### src/rtl/stk_pkg.sv
package stk_pkg;

  localparam int BRK_BIT = 4;
  localparam int UNU_BIT = 5;

  typedef enum logic [2:0] {
    OP_PUSH_B  = 3'd0,
    OP_PUSH_W  = 3'd1,
    OP_PULL_B  = 3'd2,
    OP_PULL_W  = 3'd3,
    OP_SAVE_ST = 3'd4,
    OP_LOAD_ST = 3'd5,
    OP_CALL    = 3'd6,
    OP_RET     = 3'd7
  } stk_op_e;

  typedef enum logic [2:0] {
    ST_IDLE, ST_DUMMY, ST_INTL, ST_INC, ST_WR_HI, ST_WR_LO, ST_RD_LO, ST_RD_HI
  } stk_step_e;

  function automatic logic [7:0] status_save(input logic [7:0] v);
    logic [7:0] r;
    r = v;
    r[BRK_BIT] = 1'b1;
    return r;
  endfunction

  function automatic logic [7:0] status_restore(input logic [7:0] v);
    logic [7:0] r;
    r = v;
    r[UNU_BIT] = 1'b1;
    r[BRK_BIT] = 1'b0;
    return r;
  endfunction

  function automatic logic [15:0] stack_addr(input logic [7:0] page, input logic [7:0] ptr);
    return {page, ptr};
  endfunction

  function automatic logic [15:0] call_adjust(input logic [15:0] w);
    return w - 16'd1;
  endfunction

  function automatic logic [15:0] ret_adjust(input logic [15:0] w, input logic add);
    return w + {15'd0, add};
  endfunction

  function automatic logic needs_dummy(input stk_op_e o);
    return (o == OP_PUSH_B) || (o == OP_PULL_B) || (o == OP_SAVE_ST) ||
           (o == OP_LOAD_ST) || (o == OP_RET);
  endfunction

  function automatic logic is_pull(input stk_op_e o);
    return (o == OP_PULL_B) || (o == OP_PULL_W) || (o == OP_LOAD_ST) || (o == OP_RET);
  endfunction

  function automatic logic is_word_pull(input stk_op_e o);
    return (o == OP_PULL_W) || (o == OP_RET);
  endfunction

  function automatic stk_step_e first_step(input stk_op_e o);
    if (needs_dummy(o))     return ST_DUMMY;
    else if (o == OP_CALL)  return ST_INTL;
    else if (o == OP_PUSH_W) return ST_WR_HI;
    else                    return ST_INC;
  endfunction

  function automatic stk_step_e next_step(input stk_op_e o, input stk_step_e s);
    case (s)
      ST_DUMMY: return is_pull(o) ? ST_INC : ST_WR_LO;
      ST_INTL:  return ST_WR_HI;
      ST_WR_HI: return ST_WR_LO;
      ST_INC:   return ST_RD_LO;
      ST_RD_LO: return is_word_pull(o) ? ST_RD_HI : ST_IDLE;
      default:  return ST_IDLE;
    endcase
  endfunction

endpackage

### src/rtl/stk_seq.sv
module stk_seq
  import stk_pkg::*;
(
  input  logic      clk,
  input  logic      rst_n,
  input  logic      start,
  input  stk_op_e   op_in,
  output stk_op_e   op_q,
  output stk_step_e step,
  output logic      busy,
  output logic      done,
  output logic      accept,
  output logic      last
);

  assign busy   = (step != ST_IDLE);
  assign accept = start && !busy;
  assign last   = busy && (next_step(op_q, step) == ST_IDLE);

  always_ff @(posedge clk) begin
    if (!rst_n) begin
      step <= ST_IDLE;
      op_q <= OP_PUSH_B;
      done <= 1'b0;
    end else begin
      done <= last;
      if (accept) begin
        step <= first_step(op_in);
        op_q <= op_in;
      end else if (busy) begin
        step <= next_step(op_q, step);
      end
    end
  end

  // command held during busy does not replace the latched one
  p_start_ignored_r12: assert property (@(posedge clk) disable iff (!rst_n)
    busy && start |=> op_q == $past(op_q));
  p_done_idle_r12: assert property (@(posedge clk) disable iff (!rst_n)
    done |-> !busy);
  p_done_single_r12: assert property (@(posedge clk) disable iff (!rst_n)
    done |=> !done);

endmodule

### src/rtl/stk_ptr.sv
module stk_ptr #(
  parameter logic [7:0] SP_INIT = 8'hFD
) (
  input  logic       clk,
  input  logic       rst_n,
  input  logic       inc,
  input  logic       dec,
  output logic [7:0] sp_q
);

  always_ff @(posedge clk) begin
    if (!rst_n)   sp_q <= SP_INIT;
    else if (inc) sp_q <= sp_q + 8'd1;
    else if (dec) sp_q <= sp_q - 8'd1;
  end

  p_no_conflict_r13: assert property (@(posedge clk) disable iff (!rst_n)
    !(inc && dec));
  p_wrap_down_r3: assert property (@(posedge clk) disable iff (!rst_n)
    dec && (sp_q == 8'h00) |=> sp_q == 8'hFF);
  p_wrap_up_r5: assert property (@(posedge clk) disable iff (!rst_n)
    inc && (sp_q == 8'hFF) |=> sp_q == 8'h00);

endmodule

### src/rtl/stk_cyc_ctr.sv
module stk_cyc_ctr #(
  parameter int CYC_W = 32
) (
  input  logic             clk,
  input  logic             rst_n,
  input  logic             tick,
  output logic [CYC_W-1:0] count
);

  localparam logic [CYC_W-1:0] ONE = {{(CYC_W-1){1'b0}}, 1'b1};

  always_ff @(posedge clk) begin
    if (!rst_n)    count <= '0;
    else if (tick) count <= count + ONE;
  end

  p_count_step_r11: assert property (@(posedge clk) disable iff (!rst_n)
    tick |=> count == $past(count) + ONE);
  p_count_hold_r11: assert property (@(posedge clk) disable iff (!rst_n)
    !tick |=> $stable(count));

endmodule

### src/rtl/stk_unit.sv
module stk_unit
  import stk_pkg::*;
#(
  parameter logic [7:0] STACK_PAGE = 8'h01,
  parameter logic [7:0] SP_INIT    = 8'hFD,
  parameter int         CYC_W      = 32
) (
  input  logic             clk,
  input  logic             rst_n,
  input  logic             start,
  input  logic [2:0]       op,
  input  logic [15:0]      din,
  input  logic [15:0]      pc,
  output logic             busy,
  output logic             done,
  output logic [15:0]      dout,
  output logic [7:0]       sp,
  output logic [CYC_W-1:0] cyc_count,
  output logic [15:0]      mem_addr,
  output logic             mem_re,
  output logic             mem_we,
  output logic [7:0]       mem_wdata,
  input  logic [7:0]       mem_rdata
);

  localparam int BYTE_W = 8;
  localparam int WORD_W = 2 * BYTE_W;

  stk_op_e     op_q;
  stk_step_e   step;
  logic        accept, last;
  logic        sp_inc, sp_dec;
  logic [WORD_W-1:0] data_q, pc_q, dout_q;

  stk_seq u_seq (
    .clk(clk), .rst_n(rst_n), .start(start), .op_in(stk_op_e'(op)),
    .op_q(op_q), .step(step), .busy(busy), .done(done),
    .accept(accept), .last(last)
  );

  assign sp_dec = (step == ST_WR_HI) || (step == ST_WR_LO);
  assign sp_inc = (step == ST_INC) || ((step == ST_RD_LO) && is_word_pull(op_q));

  stk_ptr #(.SP_INIT(SP_INIT)) u_ptr (
    .clk(clk), .rst_n(rst_n), .inc(sp_inc), .dec(sp_dec), .sp_q(sp)
  );

  stk_cyc_ctr #(.CYC_W(CYC_W)) u_ctr (
    .clk(clk), .rst_n(rst_n), .tick(busy), .count(cyc_count)
  );

  always_ff @(posedge clk) begin
    if (!rst_n) begin
      data_q <= '0;
      pc_q   <= '0;
    end else if (accept) begin
      data_q <= (stk_op_e'(op) == OP_CALL) ? call_adjust(din) : din;
      pc_q   <= pc;
    end
  end

  always_comb begin
    mem_addr  = '0;
    mem_re    = 1'b0;
    mem_we    = 1'b0;
    mem_wdata = '0;
    case (step)
      ST_DUMMY: begin
        mem_addr = pc_q;
        mem_re   = 1'b1;
      end
      ST_WR_HI: begin
        mem_addr  = stack_addr(STACK_PAGE, sp);
        mem_we    = 1'b1;
        mem_wdata = data_q[WORD_W-1:BYTE_W];
      end
      ST_WR_LO: begin
        mem_addr  = stack_addr(STACK_PAGE, sp);
        mem_we    = 1'b1;
        mem_wdata = (op_q == OP_SAVE_ST) ? status_save(data_q[BYTE_W-1:0])
                                         : data_q[BYTE_W-1:0];
      end
      ST_RD_LO, ST_RD_HI: begin
        mem_addr = stack_addr(STACK_PAGE, sp);
        mem_re   = 1'b1;
      end
      default: ;
    endcase
  end

  always_ff @(posedge clk) begin
    if (!rst_n) begin
      dout_q <= '0;
    end else if (step == ST_RD_LO) begin
      if (op_q == OP_LOAD_ST) dout_q <= {8'h00, status_restore(mem_rdata)};
      else                    dout_q <= {8'h00, mem_rdata};
    end else if (step == ST_RD_HI) begin
      dout_q <= ret_adjust({mem_rdata, dout_q[BYTE_W-1:0]}, op_q == OP_RET);
    end
  end

  assign dout = dout_q;

  p_single_access_r13: assert property (@(posedge clk) disable iff (!rst_n)
    !(mem_we && mem_re));
  p_internal_quiet_r13: assert property (@(posedge clk) disable iff (!rst_n)
    (step == ST_INTL || step == ST_INC || !busy) |-> !mem_we && !mem_re);
  p_write_page_r2: assert property (@(posedge clk) disable iff (!rst_n)
    mem_we |-> mem_addr[15:8] == STACK_PAGE && mem_addr[7:0] == sp);
  p_save_break_r7: assert property (@(posedge clk) disable iff (!rst_n)
    mem_we && op_q == OP_SAVE_ST |-> mem_wdata[BRK_BIT]);
  p_restore_bits_r8: assert property (@(posedge clk) disable iff (!rst_n)
    done && op_q == OP_LOAD_ST |-> dout[UNU_BIT] && !dout[BRK_BIT]);

endmodule

### config.mk
export PLATFORM = sky130hd
export DESIGN_NAME = stk_unit
export DESIGN_NICKNAME = d
export VERILOG_FILES = /design/src/rtl/stk_pkg.sv /design/src/rtl/stk_seq.sv /design/src/rtl/stk_ptr.sv /design/src/rtl/stk_cyc_ctr.sv /design/src/rtl/stk_unit.sv
export SDC_FILE = /design/constraint.sdc
export NUM_CORES = 1
export LEC_CHECK = 0
export BUFFER_PORTS_ARGS = -buffer_cell sky130_fd_sc_hd__clkbuf_2
export CAP_MARGIN = 20
export CORE_MARGIN = 2
export CORE_UTILIZATION = 53
export DETAILED_ROUTE_END_ITERATION = 12
export PLACE_DENSITY = 0.78
export SETUP_SLACK_MARGIN = 0.02
export SLEW_MARGIN = 20
export SYNTH_ARGS = -nofsm -noshare
export SYNTH_HDL_FRONTEND = slang
export SYNTH_SLANG_ARGS = --single-unit
### constraint.sdc
create_clock -name clk -period 2.7 [get_ports clk]
set_input_delay 0.27 -clock clk [delete_from_list [all_inputs] [get_ports clk]]
set_output_delay 0.27 -clock clk [all_outputs]
set_load 0.02 [all_outputs]
=== After elaboration in Yosys (flattened, before gate mapping) ===
Cells that the tools add are included.

* Multiplexer cells: 19
* Add/subtract/negate cells: 5
* Equality and inequality tests: 18
* Reductions and logical operators: 23

{| class="wikitable"
|+ Operator list
! operator !! number
|-
| $mux W16 || 3
|-
| $eq A3 B3 Y1 const B || 11
|-
| $add A32 B1 Y32 const B || 1
|-
| $pmux W16 S2 || 1
|-
| $mux W3 || 7
|-
| $add A16 B1 Y16 || 1
|-
| $mux W8 || 2
|-
| $pmux W8 S2 || 1
|-
| $sub A16 B1 Y16 const B || 1
|-
| $eq A3 B2 Y1 const B || 5
|-
| $pmux W3 S5 || 1
|-
| $logic_or A1 B1 Y1 || 10
|-
| $add A8 B1 Y8 const B || 1
|-
| $sub A8 B1 Y8 const B || 1
|-
| $eq A3 B1 Y1 const B || 2
|-
| $logic_not A3 Y1 || 2
|-
| $mux W6 || 1
|-
| $reduce_bool A2 Y1 || 3
|-
| $mux W5 || 1
|-
| $reduce_or A4 Y1 || 1
|-
| $logic_and A1 B1 Y1 || 3
|-
| $reduce_bool A3 Y1 || 1
|-
| $reduce_or A3 Y1 || 1
|-
| $mux W1 || 2
|-
| 2 further kinds || 2
|}

* Register bits: 95
* Output and inout port bits: 84

=== Longest topological paths before layout ===
Gate-level depths: netlist of the first run.

* Depth in word-level cells: 8
* Gate-level depth with buffers: 10
* Mapped depth without buffers: 9

=== Cells and area by module ===
Synthesis of the first run repeated with hierarchy kept, for this count alone.

* Cell total of the unflattened synthesis: 606
* Area, all modules: 5255.0 um^2

{| class="wikitable"
|+ By module, submodules not included
! module !! cells an instance !! seq. area each (um^2) !! area each (um^2) !! times used
|-
| stk_unit || 316 || 960.9 || 2670.1 || 1
|-
| stk_cyc_ctr || 176 || 640.6 || 1562.7 || 1
|-
| stk_ptr || 70 || 160.2 || 606.8 || 1
|-
| stk_seq || 44 || 140.1 || 415.4 || 1
|}

=== Worst setup path before layout of the first run ===
Ideal clock, no wire load.

* Path kind: register to register
* Start: register u_seq.step[2]
* End: register u_ptr.sp_q[6]
* Path slack: 0.413 ns
* Arrival time: 2.160 ns
* Library setup time: 0.128 ns
* Clock period less this slack: 2.287 ns
* Cell stages (with the launch flop): 11
* Cells stage by stage: dfxtp_1 -> clkbuf_1 -> and4b_1 -> o21a_1 -> xnor2_1 -> ha_1 -> or4_1 -> nor4_1 -> a41oi_1 -> xor2_1 -> nand2_1

* Word-level cells in the longest chain between the ends: 4

{| class="wikitable"
|+ RTL lines
! element !! RTL line !! source
|-
| start: declaration || stk_seq.sv:9 || <nowiki>output stk_step_e step,</nowiki>
|-
| start signal: assignment || stk_seq.sv:28 || <nowiki>step <= first_step(op_in);</nowiki>
|-
| start signal: assignment || stk_seq.sv:31 || <nowiki>step <= next_step(op_q, step);</nowiki>
|-
| $eq A3 B3 Y1 || stk_unit.sv:42 || <nowiki>assign sp_inc = (step == ST_INC) || ((step == ST_RD_LO) && is_word_pull(op_q));</nowiki>
|-
| $logic_and A1 B1 Y1 || stk_unit.sv:42 ||
|-
| $logic_or A1 B1 Y1 || stk_unit.sv:42 ||
|-
| $mux W8 or $reduce_bool A2 Y1 (tied branches) || n/a ||
|-
| end signal: assignment || stk_ptr.sv:13 || <nowiki>else if (inc) sp_q <= sp_q + 8'd1;</nowiki>
|-
| end signal: assignment || stk_ptr.sv:14 || <nowiki>else if (dec) sp_q <= sp_q - 8'd1;</nowiki>
|-
| end: declaration || stk_ptr.sv:8 || <nowiki>output logic [7:0] sp_q</nowiki>
|}

Parallel ways exist; a longest one is shown, timed or not.
A chain may end at the register's enable or synchronous reset.

=== Worst setup path in the final report of the first run ===
Same ends and word-level chain as after synthesis.

==> results of run 1 <==
[placed cells by master, fill, tap and decap left out, types with 4 or more instances in the layout]
| master | netlist | routed |
|---|---|---|
| a211oi_1 | 6 | 6 |
| a21oi_1 | 51 | 51 |
| a22o_1 | 8 | 8 |
| and2_1 | 5 | 5 |
| and3_1 | 12 | 12 |
| and4_1 | 5 | 5 |
| buf_4 | 0 | 7 |
| clkbuf_2 | 0 | 129 |
| clkbuf_8 | 0 | 9 |
| dfxtp_1 | 95 | 95 |
| ha_1 | 5 | 5 |
| inv_1 | 15 | 15 |
| mux2i_1 | 9 | 9 |
| nand2_1 | 84 | 84 |
| nand3_1 | 20 | 20 |
| nand4_1 | 9 | 9 |
| nor2_1 | 62 | 62 |
| nor3_1 | 12 | 12 |
| nor4_1 | 11 | 11 |
| o21ai_0 | 35 | 35 |
| o22ai_1 | 4 | 4 |
| or3_1 | 8 | 8 |
| or4_1 | 6 | 6 |
| xnor2_1 | 35 | 35 |
| xor2_1 | 22 | 22 |
[worst min-delay path: stages]
cell and delay [ns]:
clkbuf_2 0.08, nand2_1 0.05, a21oi_1 0.05
[per-stage QoR]
stage / setup WS, ns / hold slack, ns / area, sq um / power [mW]
after floorplan: 0.413 / 0.406 / 4760 / 2.26
after global placement: 0.367 / 0.437 / 5470 / 2.52
after detailed placement: 0.280 / 0.443 / 5470 / 2.54
after CTS: 0.240 / 0.0977 / 5640 / 3.39
after global routing: 0.0388 / 0.0970 / 5640 / 3.55
final: 0.224 / 0.115 / 5640 / 3.37
[cell families after synthesis]
| group | after synthesis | synth area share (%) |
|---|---|---|
| compound gates | 122 | 14.9 |
| mux | 9 | 1.89 |
| fa+ha+maj | 5 | 1.31 |
| buf+inv | 49 | 3.89 |
| xor+xnor | 57 | 10.5 |
| flops | 95 | 40.0 |
| simple gates | 255 | 27.5 |
[final timing paths]
path | slack, ns | to
hold reg to reg | 0.45 | pc_q[11]
hold / removal | 0.12 | pc_q[11]
setup / recovery | 0.22 | u_ptr.sp_q[6]
setup reg to reg | 0.22 | u_ptr.sp_q[6]
[where the power goes]
| part | switching, mW | internal, mW |
|---|---|---|
| Combinational | 0.563 | 0.319 |
| Sequential | 0.115 | 1.52 |
| Clock | 0.515 | 0.336 |
[layout make-up]
type	count	area, sq um
Timing Repair Buffer	136	698
Clock inverter	6	46.3
Inverter	17	63.8
Clock buffer	9	124
Fill cell	785	3080
Tap cell	108	135
Multi-Input combinational cell	448	2670
Sequential cell	95	1900
[layer usage]
layer / vias up / GRT usage [%] / share of wire [%]
li1: 2302 / - / -
met1: 2176 / 31.1 / 43
met2: 147 / 42.8 / 49
met3: 6 / 7.02 / 7.1
met4: 0 / 5.90 / 0.61
met5: - / 0 / 0
[state kept, by name, summed over array words and instances (netlist names)]
| signal | cells |
|---|---|
| u_ptr.sp_q | 8 |
| pc_q | 16 |
| data_q | 16 |
| dout | 16 |
| u_seq.op_q | 3 |
| u_seq.step | 3 |
| u_seq.done | 1 |
| u_ctr.count | 32 |
==> metrics.md, run 1 <==
| Metric | Value |
|---|---|
| PwrDens | `597 nW/um^2` |
| Rows | `34` |
| Core area | `8720 sq um` |
| Synth cell count leaders | `dfxtp_1, nand2_1, nor2_1` |
| Mapped Area | `4760 sq um` |
| RSZ-0062 raised after global routing | `false` |
| Die height | `98.8 um` |
| Avg Vias per Cell | `5.65` |
| Post-synth top flop | `dfxtp_1` |
| Post-synth top area cell | `dfxtp_1` |
| CP Data Arrival Time | `2.71 ns` |
| Run status | `finished clean` |
| DRT antenna net count | `0` |
| Initial Util | `54.6%` |
| Most instantiated library cell after synthesis | `dfxtp_1` |
| Register area share after synthesis | `40.0%` |
| EDFF count, synth | `0` |
| Mapped Nets | `643` |
| Crit path kind | `reg -> reg` |
| First-pass DRT Iterations | `4` |
| Hold Vio Cnt, Final | `0` |
| Maximum clock rate | `0.404 GHz` |
| CP startpoint | `u_seq.step[2]` |
| Die Span X | `98.8 um` |
| Slew Viols, Final | `0` |
| Largest net degree at the start of global routing | `40` |
| Initial antenna violation count | `0` |
| Max incr delay on CP | `0.52 ns` |
| Worst endpoint required time | `2.94 ns` |
| Yosys Warn Count | `0` |
| Final Cycle Share | `91.7%` |
| # H-tree levels | `3` |
| Vias in the first global route | `4330` |
| Slew headroom | `56.0%` |
| Min Tclk post-route | `2.48 ns` |
| Clock skew | `0.00908 ns` |
| CP endpoint kind | `register` |
| Clock buffer count from CTS | `9` |
| Post-Route Setup TNS | `0 ns` |
| Post CTS Setup Buffer Count | `0` |
| Input/output buffers | `129` |
| Total track usage | `25.0%` |
| Synth area leaders | `dfxtp_1, nand2_1, xnor2_1, a21oi_1, nor2_1` |
| Critical Path Stages | `9` |
| Fin util | `64.7%` |
| Share of cells above drive strength 1 | `22.9%` |
| Synthesized area per cell | `8.04 sq um` |
| First-pass GRT wire length | `20100 um` |
| Final setup fails | `0` |
| Area Overhead vs Synth | `18.5%` |
| Hold buffers post-CTS | `0` |
| Slowest stage cell, crit path | `dfxtp_1` |
| Cells after Synth | `592` |
| Total of max-cap violations | `0` |
| Delay-heaviest family, CP | `simple AND/OR/NAND/NOR gates` |
| Number of distinct library cells after synthesis | `56` |
| Clock sink count | `95` |
| Via count | `4631` |
| Max rail drop VDD | `384 uV` |
| Top cell type's share of synthesized area | `40.0%` |
| Total Routed Length | `12200 um` |
| Critical path buffers and inverters | `0` |
| Ys async rst share | `0%` |
| I/O pin total | `130` |
| Worst-path clk slew | `0.10 ns` |
| CTS tree | `done` |
| Min-delay src | `pc[11]` |
| Post-cts sizing count | `0` |
| DIE AREA | `9750 sq um` |
| Leakage power | `2.25 nW` |
| Drt drc | `0` |
| Nets | `758` |
| R2r startpoint | `u_seq.step[2]` |
| Detailed Place HPWL | `8790 um` |
| Clk Latency, worst-skew pair | `0.37 ns` |
| Crit path max fanout | `11` |
| Placed cells | `804` |
| Bufs on Longest Clock Path | `2` |
| Total gr overflow | `0` |
| FF+latch count, synth | `95` |
| R2R cell count | `9` |
| CP startpoint kind | `register` |
| Worst Hold Depth | `3` |
| Cell Chain, Critical Path | `and4b_1 > o21a_1 > xnor2_1 > ha_1 > or4_1 > nor4_1 > a41oi_1 > xor2_1 > nand2_1` |
| Worst min-delay path class | `in -> reg` |
| # diodes | `0` |
| Root buffer cell | `clkbuf_8` |
| Least-Margin Pin Slew | `0.658 ns` |
| Non-Filler Instances | `819` |
| Routed length per instance | `14.8 um` |
| RD Place Congestion | `0.867` |
| DRT iter0 DRCs | `156` |
Power figures use the tool's default switching activity.
==> run 2, diff against run 1 <==
- CORE_UTILIZATION: 53 -> 48
- PLACE_DENSITY: 0.78 -> 0.74
- clock period: 2.7 -> 2 ns (I/O delays scaled with it)
==> run 2 against run 1 <==
  * The flow now finishes with violations (negative setup slack)
  * First-iteration DRC count rose by 9.6%
  * Via count rose by 3.8%
  * Clock skew fell by 0.0027 ns
  * Cell area rose by 9.1%
==> metrics.md, run 2 (same netlist as run 1, synthesis figures left out) <==
| Metric | Value |
|---|---|
| Commonest non-fill, non-tap cell in the layout | `clkbuf_2` |
| Final Cycle Share | `108% (+16 points)` |
| R2R cell count | `9 (unchanged)` |
| CP startpoint kind | `register` |
| DIE AREA | `10700 sq um (+10%)` |
| CP Data Arrival Time | `2.41 ns (-0.30 ns)` |
| Comb pwr share | `28.5% (+2.3 points)` |
| Slew headroom | `63.4% (+7.4 points)` |
| Largest register by flop count | `u_ctr.count` |
| Slew Viols, Final | `0 (unchanged)` |
| Worst Hold Slack | `0.0488 ns (-0.0665 ns)` |
| Crit path max fanout | `4 (-7)` |
| Final setup fails | `10 (+10)` |
| Total of max-cap violations | `0 (unchanged)` |
| Slowest stage cell, crit path | `or4_4` |
| R2r endpoint | `u_ptr.sp_q[6]` |
| Largest net degree at the start of global routing | `40 (unchanged)` |
| Least-Margin Pin Slew | `0.542 ns (-0.116 ns)` |
| Vias in the first global route | `4631 (+7.0%)` |
| Worst-path clk slew | `0.09 ns (about the same)` |
| RD Place Congestion | `0.947 (+9.3%)` |
| Rows | `36 (+5.9%)` |
| Max reg flops | `32 (unchanged)` |
| Delay-heaviest family, CP | `simple AND/OR/NAND/NOR gates` |
| Register area | `1910 sq um (+0.20%)` |
| Hold Vio Cnt, Final | `0 (unchanged)` |
| Bufs on Longest Clock Path | `2 (unchanged)` |
| Post-Route Setup TNS | `-0.959 ns (-0.959 ns)` |
| Hold path endpoint | `pc_q[4]` |
| Total Routed Length | `12900 um (+6.5%)` |
| Nets | `797 (+5.1%)` |
| Root buffer cell | `clkbuf_8` |
| Reg power frac | `42.8% (-5.7 points)` |
| Crit path kind | `reg -> reg` |
| Min Tclk post-route | `2.15 ns (-0.321 ns)` |
| Clock buffer count from CTS | `9 (unchanged)` |
| Net load switching power | `1.65 mW (+38%)` |
| Dpl cell area | `5750 sq um (+5.1%)` |
| First-pass GRT wire length | `21600 um (+7.6%)` |
| Worst endpoint required time | `2.25 ns (-0.69 ns)` |
| Min-delay src | `pc[4]` |
| DRT antenna net count | `0 (unchanged)` |
| Failing checks | `negative setup slack` |
| Leakage power | `2.51 nW (+12%)` |
| Worst Hold Depth | `3 (unchanged)` |
| CP endpoint kind | `register` |
| Part of the power in the clock network | `28.7% (+3.4 points)` |
| Max incr delay on CP | `0.44 ns (-0.08 ns)` |
| Run status | `finished with violations` |
| Fill cells | `865 (+10%)` |
| RSZ-0062 raised after global routing | `true` |
| Initial Util | `49.1% (-5.4 points)` |
| Core area | `9680 sq um (+11%)` |
| Critical path buffers and inverters | `0 (unchanged)` |
| Flop-to-flop setup slack | `-0.15 ns (-0.38 ns)` |
| Worst Slack Setup Final | `-0.154 ns (-0.379 ns)` |
| Cell Chain, Critical Path | `and4b_1 > o21a_1 > xnor2_1 > ha_2 > or4_4 > nor4_4 > a41oi_2 > xor2_1 > nand2_1` |
| Worst min-delay path class | `in -> reg` |
| Clock skew | `0.00641 ns (-0.00267 ns)` |
| Share of cells above drive strength 1 | `29.9% (+6.9 points)` |
| Commonest cells after routing, fill and taps aside | `clkbuf_2, dfxtp_1, nand2_1` |
| Clk Latency, worst-skew pair | `0.37 ns (about the same)` |
| Drt drc | `0 (unchanged)` |
| Avg Vias per Cell | `5.45 (-3.7%)` |
| PwrDens | `827 nW/um^2 (+39%)` |
| Routed length per instance | `14.7 um (-1.3%)` |
| Total gr overflow | `0 (unchanged)` |
| Max rail drop VDD | `410 uV (+6.8%)` |
| Pint | `3.44 mW (+58%)` |
| Footprint of the multi-input gates | `2760 sq um (+3.3%)` |
| Clock sink count | `95 (unchanged)` |
| # diodes | `0 (unchanged)` |
| Via count | `4808 (+3.8%)` |
| Detailed Place HPWL | `9230 um (+5.0%)` |
| Area Overhead vs Synth | `29.3%` |
| Total track usage | `24.2% (-0.78 points)` |
| # H-tree levels | `3 (unchanged)` |
| Die Span X | `104 um (+4.9%)` |
| Sw Share | `32.4% (-3.0 points)` |
| Hold buffers post-CTS | `0 (unchanged)` |
| DP Worst Slack | `-0.215 ns (-0.496 ns)` |
| CTS tree | `done` |
| I/O pin total | `130 (unchanged)` |
| Fin area | `6160 sq um (+9.1%)` |
| Input/output buffers | `129 (unchanged)` |
| First-pass DRT Iterations | `5 (+1)` |
| Die height | `104 um (+4.9%)` |
| Maximum clock rate | `0.464 GHz (+15%)` |
| R2r startpoint | `u_seq.step[0]` |
| Initial antenna violation count | `0 (unchanged)` |
| DRT iter0 DRCs | `171 (+9.6%)` |
## run 2: changes by cell type in the layout (fill, tap and decap cells not counted), sizes merged
cell,change
bufinv,+2
clkinv,-1
clkbuf,+2
buf,+40
inv,-2
clkinvlp,-2
## run 2: worst max path at each step
stage	start	endpoint	slack, ns	cells past startpoint
2_1_floorplan	u_seq.step[2]	u_ptr.sp_q[6]	-0.19	10
3_3_place_gp	u_seq.step[0]	u_ptr.sp_q[6]	-0.09	9
3_5_place_dp	u_seq.step[0]	u_ptr.sp_q[6]	-0.22	9
4_1_cts	u_seq.step[0]	u_ptr.sp_q[6]	-0.12	9
5_1_grt	u_seq.step[0]	u_ptr.sp_q[6]	-0.27	9
6_report	u_seq.step[0]	u_ptr.sp_q[6]	-0.15	9
## run 2: cell type report
cell class,instances,share of cell area (%)
multi-input combinational,448,44.8
sequential,95,31.0
timing repair buffer,175,16.7
tap,133,2.70
clock buffer,12,2.68
clock inverter,3,1.06
inverter,17,1.04
## run 2: metal layers
metal / share of wire (%) / wire, um / global-route usage (%)
met1: 43 / 5600 / 29.7
met2: 49 / 6300 / 41.0
met3: 6.4 / 826 / 6.23
met4: 1.7 / 219 / 8.78
met5: 0 / 0 / 0
## run 2: metrics by stage
step	util (%)	instances	power [mW]
after global routing	63.6	883	5.34
after CTS	62.9	879	5.05
after floorplan	-	592	3.06
after global placement	59.4	860	3.54
final	63.6	883	5.09
after detailed placement	59.4	860	3.57
## run 2: power groups by stage
stage | Clock [mW] | Combinational (mW) | Sequential [mW]
after floorplan | 0 | 0.828 | 2.23
after detailed placement | 0 | 1.36 | 2.21
after CTS | 1.48 | 1.39 | 2.17
after global placement | 0 | 1.33 | 2.20
after global routing | 1.56 | 1.58 | 2.20
final | 1.46 | 1.45 | 2.18
## run 2: worst reg2reg max path: stages (launching register included)
cell and delay [ns]:
dfxtp_2 0.37, and4b_1 0.23, o21a_1 0.22, xnor2_1 0.14, ha_2 0.18, or4_4 0.44, nor4_4 0.17, a41oi_2 0.06
xor2_1 0.17, nand2_1 0.06
## run 2: timing repair
| item | 4_1_cts | 5_1_grt |
|---|---|---|
| hold endpoints to repair | 0 | 0 |
| buffers inserted | 4 | 4 |
| resized for setup | 18 | 14 |
| pin swaps | 4 | 4 |
| setup endpoints to repair | 18 | 21 |
==> run 3, diff against run 2 <==
- BUFFER_PORTS_ARGS: -buffer_cell sky130_fd_sc_hd__clkbuf_2 -> not set
- CORE_UTILIZATION: 48 -> 55
- DONT_BUFFER_PORTS: not set -> 1
- PLACE_DENSITY: 0.74 -> 0.7
==> run 3 against run 2 <==
  * The run ends with negative hold slack, negative setup slack left
  * Sequential share of layout area grew 1.3 points
  * Critical endpoint unchanged
  * Cell area shrank 3.9%
  * Via count shrank 5.6%
  * Combinational power shrank 4%
  * Total power shrank 5.9%
  * Critical path type unchanged
  * Final cell count shrank 11%
  * Highest routed layer unchanged
==> metrics.md, run 3 (same netlist as run 1, synthesis figures left out) <==
| Metric | Value |
|---|---|
| Run status | `finished with violations` |
| Failing checks | `negative hold slack, negative setup slack` |
| Nets | `728 (-8.7%)` |
| Via count | `4537 (-5.6%)` |
| DP Worst Slack | `-0.159 ns (+0.0568 ns)` |
| Leakage power | `2.20 nW (-12%)` |
| PwrDens | `810 nW/um^2 (-2.0%)` |
| First-pass GRT wire length | `21800 um (+0.64%)` |
| CP startpoint | `u_seq.step[0]` |
| Routed length per instance | `16.6 um (+13%)` |
| Detailed Place HPWL | `9150 um (-0.83%)` |
| Clk Latency, worst-skew pair | `0.35 ns (-0.02 ns)` |
| Final setup fails | `2 (-8)` |
| Worst Hold Slack | `-0.0876 ns (-0.136 ns)` |
| I/O pin total | `130 (unchanged)` |
| Hold buffers post-CTS | `19 (+19)` |
| Slew headroom | `58.9% (-4.5 points)` |
| First-pass DRT Iterations | `4 (-1)` |
| RD Place Congestion | `0.836 (-12%)` |
| Final Cycle Share | `106% (-1.8 points)` |
| Total gr overflow | `0 (unchanged)` |
| CP Data Arrival Time | `2.37 ns (-0.04 ns)` |
| Least-Margin Pin Slew | `0.612 ns (+0.0703 ns)` |
| Part of the power in the clock network | `25.4% (-3.3 points)` |
| Comb pwr share | `29.1% (+0.6 points)` |
| CP startpoint kind | `register` |
| Core area | `8300 sq um (-14%)` |
| Hold Vio Cnt, Final | `14 (+14)` |
| Clock buffer count from CTS | `9 (unchanged)` |
| Net load switching power | `1.60 mW (-3.2%)` |
| Largest net degree at the start of global routing | `38 (-5.0%)` |
| DRT iter0 DRCs | `140 (-18%)` |
| Fin util | `71.2% (+7.7 points)` |
| # H-tree levels | `3 (unchanged)` |
| Vias in the first global route | `4601 (-0.65%)` |
| Worst-path clk slew | `0.09 ns (about the same)` |
| Fill cells | `702 (-19%)` |
| Largest register by flop count | `u_ctr.count` |
| Min-delay src | `rst_n` |
| Worst Slack Setup Final | `-0.117 ns (+0.0370 ns)` |
| Die Span X | `97.0 um (-6.3%)` |
| Sw Share | `33.4% (+0.94 points)` |
| CTS tree | `done` |
| Pint | `3.19 mW (-7.2%)` |
| Avg Vias per Cell | `5.77 (+6.0%)` |
| Total of max-cap violations | `0 (unchanged)` |
| Maximum clock rate | `0.472 GHz (+1.7%)` |
| Min Tclk post-route | `2.12 ns (-0.0370 ns)` |
| Max rail drop VDD | `481 uV (+17%)` |
| Bufs on Longest Clock Path | `2 (unchanged)` |
| Root buffer cell | `clkbuf_8` |
| Total Routed Length | `13100 um (+0.80%)` |
| RSZ-0062 raised after global routing | `true` |
| Worst min-delay path class | `in -> reg` |
| Drt drc | `0 (unchanged)` |
| Worst endpoint required time | `2.25 ns (about the same)` |
| Final total power | `4.79 mW (-5.9%)` |
| # diodes | `0 (unchanged)` |
| Rows | `33 (-8.3%)` |
| R2r startpoint | `u_seq.step[0]` |
| Max reg flops | `32 (unchanged)` |
| Crit path kind | `reg -> reg` |
| Crit path max fanout | `3 (-1)` |
| Initial Util | `57.3% (+8.2 points)` |
| Commonest non-fill, non-tap cell in the layout | `dfxtp_1` |
| Footprint of the multi-input gates | `2760 sq um (-0.18%)` |
| CP endpoint kind | `register` |
| Die height | `97.0 um (-6.3%)` |
| Initial antenna violation count | `0 (unchanged)` |
| Input/output buffers | `0 (-100%)` |
| Commonest cells after routing, fill and taps aside | `dfxtp_1, nand2_1, buf_4` |
| Area Overhead vs Synth | `24.2%` |
| Dpl cell area | `5370 sq um (-6.6%)` |
| Reg power frac | `45.5% (+2.7 points)` |
| Fin area | `5910 sq um (-3.9%)` |
| DIE AREA | `9410 sq um (-12%)` |
| Clock skew | `0.0119 ns (+0.00552 ns)` |
| Total track usage | `27.5% (+3.3 points)` |
| DRT antenna net count | `0 (unchanged)` |
| Clock sink count | `95 (unchanged)` |
| Register area | `1910 sq um (about the same)` |
| Share of cells above drive strength 1 | `19.7% (-10 points)` |
| Slew Viols, Final | `0 (unchanged)` |
==> run 3: cell count changes in the layout (fill, tap and decap cells not counted), moves of 3 or more <==
cell,before,now
dlygate4sd3_1,0,19
clkbuf_8,12,9
clkbuf_2,128,0
buf_4,43,82
==> run 3: final timing paths <==
| kind | depth (start not counted) | endpoint | slack (ns) |
|---|---|---|---|
| max | 9 | u_ptr.sp_q[6] | -0.12 |
| min | 1 | u_ptr.sp_q[5] | -0.09 |
| max reg2reg | 9 | u_ptr.sp_q[6] | -0.12 |
| min reg2reg | 2 | pc_q[3] | 0.46 |
==> run 3: power groups by stage <==
stage          sequential, mW  clock [mW]  combinational (mW)
3_5_place_dp             2.21           0                1.25
4_1_cts                  2.17        1.23                1.30
3_3_place_gp             2.20           0                1.22
2_1_floorplan            2.23           0               0.828
5_1_grt                  2.20        1.31                1.53
6_report                 2.18        1.22                1.39
==> run 3: critical path, cell delays in order (launching register included) <==
cell     delay [ns]
dfxtp_2        0.34
and4b_1        0.21
o21a_1         0.22
xnor2_1        0.15
ha_2           0.19
or4_4          0.45
nor4_2         0.15
a41oi_1        0.08
xor2_1         0.17
nand2_1        0.07
==> run 3: final cells by class <==
class,count,share of cell area (%)
Clock buffer,11,2.22
Clock inverter,4,0.804
Inverter,17,1.12
Multi-Input combinational cell,448,46.6
Sequential cell,95,32.2
Tap cell,105,2.22
Timing Repair Buffer,106,14.8
==> run 3: timing repair <==
item / CTS / global route
hold endpoints to repair: 39 / 15
endpoints found under the setup margin: 4 / 33
pin swaps: 3 / 13
resized for setup: 6 / 25
setup buffers: 3 / 7
==> run 3: routing by layer <==
metal	part of all wire, %	GRT usage [%]	up-vias
li1	-	-	2230
met1	41	33.0	2135
met2	50	47.5	154
met3	7.9	8.31	18
met4	1.3	8.02	0
met5	0	0	-
==> run 3: metrics by stage <==
stage | std cells | TNS, ns
after floorplan | 592 | -0.317
after global placement | 743 | -0.0800
after detailed placement | 743 | -0.228
after CTS | 780 | -0.111
after global routing | 786 | -0.455
final | 786 | -0.153
